===== src/rtl/arb_pkg.sv =====
package arb_pkg;
  localparam int NUM_THREADS = 2;
  localparam int WIN_SLOTS   = 2;
  localparam int NUM_LANES   = NUM_THREADS * WIN_SLOTS;
  typedef logic [1:0] count_t;
endpackage


===== src/rtl/arb_pair_check.sv =====
module arb_pair_check
  import arb_pkg::*;
#(
  parameter int REG_W = 5
) (
  input  logic             clk,
  input  logic             rst,
  input  logic [1:0]       v,
  input  logic [1:0]       vec,
  input  logic [REG_W-1:0] dst0,
  input  logic [REG_W-1:0] sa1,
  input  logic [REG_W-1:0] sb1,
  output count_t           scalar_cnt,
  output logic             want_vec
);
  logic dst_live;
  logic hazard;

  assign dst_live = |dst0;
  assign hazard   = dst_live && ((sa1 == dst0) || (sb1 == dst0));
  assign want_vec = v[0] & vec[0];

  always_comb begin
    if (!v[0] || vec[0])
      scalar_cnt = 2'd0;
    else if (v[1] && !vec[1] && !hazard)
      scalar_cnt = 2'd2;
    else
      scalar_cnt = 2'd1;
  end

  // a dependent scalar pair never issues both
  p_dep_pair_single_r3: assert property (@(posedge clk) disable iff (rst)
    (v == 2'b11 && vec == 2'b00 && dst0 != '0 && sa1 == dst0) |-> scalar_cnt == 2'd1);
endmodule


===== src/rtl/arb_vec_rr.sv =====
module arb_vec_rr (
  input  logic       clk,
  input  logic       rst,
  input  logic [1:0] want,
  output logic       winner,
  output logic       any_vec
);
  logic prio;

  assign any_vec = |want;
  assign winner  = (want == 2'b11) ? prio : want[1];

  always_ff @(posedge clk) begin
    if (rst)
      prio <= 1'b0;
    else if (any_vec)
      prio <= ~winner;
  end

  // priority only moves on a vector issue
  p_prio_hold_r7: assert property (@(posedge clk) disable iff (rst)
    !any_vec |=> $stable(prio));

  // two contested cycles in a row choose different threads
  p_contest_alternate_r6: assert property (@(posedge clk) disable iff (rst)
    (want == 2'b11 && $past(want) == 2'b11 && !$past(rst)) |-> winner != $past(winner));
endmodule


===== src/rtl/dual_issue_arbiter.sv =====
module dual_issue_arbiter
  import arb_pkg::*;
#(
  parameter int REG_W = 5
) (
  input  logic                       clk,
  input  logic                       rst,
  input  logic [NUM_LANES-1:0]       ins_valid,
  input  logic [NUM_LANES-1:0]       ins_vec,
  input  logic [NUM_LANES*REG_W-1:0] ins_dst,
  input  logic [NUM_LANES*REG_W-1:0] ins_src_a,
  input  logic [NUM_LANES*REG_W-1:0] ins_src_b,
  output logic [NUM_LANES-1:0]       lane_valid,
  output logic [NUM_LANES-1:0]       lane_tid,
  output logic [NUM_LANES-1:0]       lane_slot,
  output logic                       lane_vec,
  output logic [1:0]                 consume_t0,
  output logic [1:0]                 consume_t1
);
  count_t               cnt [NUM_THREADS];
  logic [NUM_THREADS-1:0] want;
  logic                 winner;
  logic                 any_vec;

  for (genvar t = 0; t < NUM_THREADS; t++) begin : g_thr
    localparam int S0 = t * WIN_SLOTS;
    localparam int S1 = S0 + 1;
    arb_pair_check #(.REG_W(REG_W)) u_pair (
      .clk       (clk),
      .rst       (rst),
      .v         (ins_valid[S1:S0]),
      .vec       (ins_vec[S1:S0]),
      .dst0      (ins_dst[S0*REG_W +: REG_W]),
      .sa1       (ins_src_a[S1*REG_W +: REG_W]),
      .sb1       (ins_src_b[S1*REG_W +: REG_W]),
      .scalar_cnt(cnt[t]),
      .want_vec  (want[t])
    );
  end

  arb_vec_rr u_rr (
    .clk    (clk),
    .rst    (rst),
    .want   (want),
    .winner (winner),
    .any_vec(any_vec)
  );

  logic [NUM_LANES-1:0] nx_valid, nx_tid, nx_slot;
  count_t               nx_c [NUM_THREADS];

  always_comb begin
    nx_valid = '0;
    nx_tid   = '0;
    nx_slot  = '0;
    for (int t = 0; t < NUM_THREADS; t++) nx_c[t] = 2'd0;
    if (any_vec) begin
      nx_valid     = '1;
      nx_tid       = {NUM_LANES{winner}};
      nx_c[winner] = 2'd1;
    end else begin
      for (int t = 0; t < NUM_THREADS; t++) begin
        nx_c[t] = cnt[t];
        for (int s = 0; s < WIN_SLOTS; s++) begin
          if (cnt[t] > s) begin
            nx_valid[t*WIN_SLOTS+s] = 1'b1;
            nx_tid[t*WIN_SLOTS+s]   = t[0];
            nx_slot[t*WIN_SLOTS+s]  = s[0];
          end
        end
      end
    end
  end

  always_ff @(posedge clk) begin
    if (rst) begin
      lane_valid <= '0;
      lane_tid   <= '0;
      lane_slot  <= '0;
      lane_vec   <= 1'b0;
      consume_t0 <= 2'd0;
      consume_t1 <= 2'd0;
    end else begin
      lane_valid <= nx_valid;
      lane_tid   <= nx_tid;
      lane_slot  <= nx_slot;
      lane_vec   <= any_vec;
      consume_t0 <= nx_c[0];
      consume_t1 <= nx_c[1];
    end
  end

  // a vector cycle owns every lane with one consumed instruction
  p_vec_all_lanes_r5: assert property (@(posedge clk) disable iff (rst)
    lane_vec |-> (lane_valid == '1 && lane_slot == '0 &&
                  (lane_tid == '0 || lane_tid == '1) &&
                  ({consume_t0, consume_t1} == 4'b0100 || {consume_t0, consume_t1} == 4'b0001)));

  // the thread that does not issue a vector consumes nothing
  p_vec_other_idle_r8: assert property (@(posedge clk) disable iff (rst)
    lane_vec |-> (lane_tid[0] ? consume_t0 == 2'd0 : consume_t1 == 2'd0));

  // scalar lanes match each thread's consume count
  p_scalar_lanes_r2: assert property (@(posedge clk) disable iff (rst)
    !lane_vec |-> ($countones(lane_valid[1:0]) == consume_t0 &&
                   $countones(lane_valid[3:2]) == consume_t1));

  // decisions seen right after reset are empty
  p_reset_clear_r1: assert property (@(posedge clk)
    $past(rst) |-> (lane_valid == '0 && consume_t0 == 2'd0 && consume_t1 == 2'd0 && !lane_vec));
endmodule


===== config.mk =====
export PLATFORM = sky130hd
export DESIGN_NAME = dual_issue_arbiter
export DESIGN_NICKNAME = d
export VERILOG_FILES = /design/src/rtl/arb_pkg.sv /design/src/rtl/arb_pair_check.sv /design/src/rtl/arb_vec_rr.sv /design/src/rtl/dual_issue_arbiter.sv
export SDC_FILE = /design/constraint.sdc
export NUM_CORES = 1
export LEC_CHECK = 0
export BUFFER_PORTS_ARGS = -buffer_cell sky130_fd_sc_hd__buf_2
export CORE_MARGIN = 5
export CORE_UTILIZATION = 30
export CTS_BUF_LIST = sky130_fd_sc_hd__clkbuf_4 sky130_fd_sc_hd__clkbuf_8
export CTS_CLUSTER_DIAMETER = 100
export DETAILED_ROUTE_END_ITERATION = 8
export MAX_ROUTING_LAYER = met4
export PLACE_DENSITY = 0.82
export SYNTH_ARGS = -nofsm -noshare
export SYNTH_HDL_FRONTEND = slang
export SYNTH_SLANG_ARGS = --single-unit

===== constraint.sdc =====
create_clock -name clk -period 1.4 [get_ports clk]
set_input_delay 0.28 -clock clk [delete_from_list [all_inputs] [get_ports clk]]
set_output_delay 0.28 -clock clk [all_outputs]
set_load 0.05 [all_outputs]

=== After elaboration in Yosys (flattened, before gate mapping) ===
Cells that the tools add are included.

* $lt $le $gt $ge: 6
* Eq/ne operators: 5
* Mux-type cells: 14
* Bitwise logic cells: 5
* Reductions and logical operators: 22

{| class="wikitable"
|+ Operator list
! cell !! number
|-
| 5-bit equality test || 4
|-
| 2-bit 2-to-1 mux || 5
|-
| 5-bit OR reduction || 2
|-
| 2-bit by 1-bit greater-than comparator with 1-bit output, second input constant || 4
|-
| 4-bit 2-to-1 mux || 2
|-
| 1-bit logical AND || 7
|-
| 1-bit zero test || 6
|-
| 1-bit 2-to-1 mux || 5
|-
| 1-bit logical OR || 4
|-
| 2-bit OR reduction || 2
|-
| 3-bit 2-to-1 mux || 1
|-
| 3-bit OR reduction || 1
|-
| 1-bit AND || 2
|-
| 2-bit demux with 1-bit select || 1
|-
| 2-bit equality test, second input constant || 1
|-
| 2-bit greater-or-equal comparator, second input constant || 1
|-
| 2-bit by 1-bit less-than comparator with 1-bit output, second input constant || 1
|-
| 1-bit NOT || 2
|-
| 1-bit NOT with 2-bit output || 1
|}

* Bits in registers: 17
* Input port bits: 70
* Logic and storage cells: 63

=== Depth between registers and ports, before layout ===
* Word-level depth: 10
* Mapped depth: 5
* Gate-level depth less buffers: 5

=== Cells and area by module ===
From an unflattened synthesis, not the netlist that was laid out.

* Cell total of the unflattened synthesis: 93
* Area total of the unflattened synthesis: 873.3 µm²

{| class="wikitable"
|+ Modules (own cells, without submodules)
! module !! instances !! cells an instance !! area an instance (µm²)
|-
| dual_issue_arbiter || 1 || 43 || 494.2
|-
| arb_pair_check || 2 || 22 || 157.7
|-
| arb_vec_rr || 1 || 6 || 63.8
|}

=== Least setup slack after synthesis ===
No wires, ideal clock.

* Path kind: input port to flip-flop
* From: in ins_dst[12]
* To: reg consume_t1[0]
* Library setup time: 0.125 ns
* Arrival time: 1.288 ns
* Path slack: -0.013 ns
* Stages: 4
* Buffers on the path: 0
* Cells stage by stage: or4_4 nor2_2 a21oi_2 o41a_1

* Cells in the longest elaborated chain, start to end: 8
* Elaborated cells on any way between the ends: 10
* Those cells by class: eq/ne: 2; mux: 3; reduce/logical: 5

{| class="wikitable"
|+ RTL lines
! what !! RTL line !! RTL
|-
| start: declaration || dual_issue_arbiter.sv:10 || <nowiki>input logic [NUM_LANES*REG_W-1:0] ins_dst,</nowiki>
|-
| 5-bit equality test || arb_pair_check.sv:20 || <nowiki>assign hazard = dst_live && ((sa1 == dst0) || (sb1 == dst0));</nowiki>
|-
| 1-bit logical OR || arb_pair_check.sv:20 ||
|-
| 1-bit logical AND * || arb_pair_check.sv:20 ||
|-
| 1-bit zero test * || arb_pair_check.sv:26 || <nowiki>else if (v[1] && !vec[1] && !hazard)</nowiki>
|-
| 1-bit logical AND * || arb_pair_check.sv:26 ||
|-
| 2-bit 2-to-1 mux * || arb_pair_check.sv:26 ||
|-
| 2-bit 2-to-1 mux * || arb_pair_check.sv:24 || <nowiki>if (!v[0] || vec[0])</nowiki>
|-
| 3-bit 2-to-1 mux * || dual_issue_arbiter.sv:57 || <nowiki>if (any_vec) begin</nowiki>
|-
| end signal: assignment || dual_issue_arbiter.sv:89 || <nowiki>consume_t1 <= nx_c[1];</nowiki>
|-
| end: declaration || dual_issue_arbiter.sv:18 || <nowiki>output logic [1:0] consume_t1</nowiki>
|}

Mark *: on every way between the ends. The rest lies on a longest branch, timed or not.
A chain may end at the register's enable or synchronous reset.

=== Final worst setup path ===
Same ends and word-level chain as after synthesis.

==> run summary <==
Hold Buf Count CTS: 0
Via Count: 778
max-slew violations: 0
Worst Hold Launch: ins_vec[3]
met2 Use GR: 21.3%
CTS sink count: 13
CP max-delay cell: or4_4
average cell area after synthesis: 8.74 um^2
min Tclk post-route: 1280 ps
CTS tree: done
total CTS buffers: 3
Syn. warnings: 0
HPWL after DPL: 1720 um
area occupied by multi-input gates: 438 um^2
Crit. End Element: flip-flop
drt total wl: 1910 um
DIE HEIGHT: 59.8 um
# H-tree levels: 1
critical path class: in2reg
Initial Utilization: 30.6%
post-synth cell types: 26
via/cell ratio: 4.42
pre-CTS setup slack: -180 ps
Final Wtd Congestion: 0.749
GRT Total Usage: 11.2%
most frequent cells in the layout: 54 x buf_2, 13 x dfxtp_1, 12 x xor2_1
largest net degree at the start of global routing: 8
setup violators final: 0
Cell Area, Synth: 743 um^2
worst flop-to-flop path startpoint: u_rr.prio
Post-CTS Resized: 0
core box area: 2430 um^2
Critical Path Start: ins_dst[12]
die area: 3570 um^2
worst hold-check path type: in2reg
antenna violations before repair: 0
FMAX: 0.781 GHz
wire length per cell: 10.8 um
Crit path arrival time: 1450 ps
drc violations: 0
Worst-path clk slew: 80 ps
sum of negative setup slack: 0 ps
outcome: finished clean
Global Route met3 Usage: 0.432%
post-layout net count: 217
Final ANT Viol Nets: 0
Worst Skew: 4.88 ps
sequential area share after synthesis: 35.0%
clock root cell: clkbuf_4
FP Rows: 18
register area: 260 um^2
Crit path required time: 1570 ps
commonest non-fill, non-tap cell in the layout: buf_2
GR peak layer: met2
Post-Synthesis Cells: 85
# IOs: 87
startpoint types: input pin
Lkg Pwr: 0.556 nW
Die Width: 59.8 um
CTS max path bufs: 2
Congestion Overflow GR: 0
RSZ-0062 raised after global routing: false
FILL cells: 247
final worst hold slack: 216 ps
Starting DRT DRC Count: 8
PwrDens: 858 nW/um^2
grt met1 use: 11.8%
CP Cell Sequence: buf_2 > or4_4 > nor2_2 > a21oi_2 > o41a_1
first-pass GRT wire length: 3080 um
Yosys reg bits: 13
Clock Latency Late Sink: 280 ps
peak supply drop: 0.490 mV
drt pass-1 iters: 4
Final Worst Setup Slack: 119 ps
Max Cap Viol: 0
period utilisation layout: 91.5%
Post-CTS Setup Repair Bufs: 0
Area Growth Syn to Fin: 48.0%
layout cells sized above 1: 47.3%
Hold Fails Final Rpt: 0
vias in the first global route: 789
ANT cells: 0
total power: 943 uW
Critical Path Fanout Max: 4
port bufs: 54
Critical Path Max Stage Delay: 530 ps
## path summary, 6_finish.rpt
check | end | slack, ps | cells past startpoint
max | consume_t1[0] | 120 | 5
min | lane_slot[3] | 220 | 2
max reg2reg | lane_tid[3] | 410 | 4
min reg2reg | u_rr.prio | 540 | 2
## layout make-up
type | instances | share of cell area, %
well taps | 30 | 3.41
multi-input cells | 65 | 39.8
flip-flops and latches | 13 | 23.7
repair buffers | 61 | 29.4
inverters | 3 | 1.02
clock buffers | 4 | 2.73
## power by group
part	internal [mW]	total [mW]	switching [mW]
Combinational	0.119	0.297	0.178
Sequential	0.390	0.395	0.00531
Clock	0.130	0.251	0.121
Total	0.638	0.943	0.305
## cell families (layout without fill, tap and decap cells)
group                  count (synthesis)  in the layout  share of synthesized area [%]
buffers and inverters                  8             68                           6.57
AO/OA/AOI/OAI                         13             13                           13.0
other                                  1              2                          0.505
XOR/XNOR                              20             20                           23.6
AND/OR/NAND/NOR                       30             30                           21.4
flip-flops                            13             13                           35.0
## sequential cells by signal, summed over array words and instances (netlist names)
name and cells:
lane_slot 2, lane_vec 1, u_rr.prio 1, lane_tid 3
consume_t1 1, consume_t0 1, lane_valid 4
## cells in the mapped netlist (all sizes together)
cell type / instances / area, um^2
dfxtp: 13 / 260
xor2: 12 / 105
nor2: 8 / 32.5
xnor2: 8 / 70.1
nor3: 6 / 30.0
a21oi: 5 / 28.8
buf: 5 / 37.5
nand2b: 5 / 31.3
nand3: 4 / 20.0
inv: 3 / 11.3
nand2: 2 / 7.51
o41ai: 2 / 17.5
or4: 2 / 18.8
a21boi: 1 / 7.51
a21o: 1 / 7.51
and2: 1 / 6.26
conb: 1 / 3.75
nor4: 1 / 6.26
o21ai: 1 / 5.00
o21ba: 1 / 10.0
o31a: 1 / 8.76
o41a: 1 / 11.3
or3: 1 / 6.26
## critical path, delay by kind of cell
kind,cells,cell delay (ps)
buf+inv,1,110
simple gates,2,630
compound gates,2,420
## stage by stage
stage	instances	area, um^2	util [%]
detailed placement	172	1070	44.0
global placement	172	1070	44.0
finish	176	1100	45.2
global route	176	1100	45.2
floorplan	86	747	-
CTS	176	1100	45.2
## metal layers
layer	vias up	part of all wire (%)	routed length, um
met5	-	0	0
met2	15	58	1120
li1	410	-	-
met1	351	36	688
met3	2	4.5	85
met4	0	1.0	19
Power figures use the tool's default switching activity.
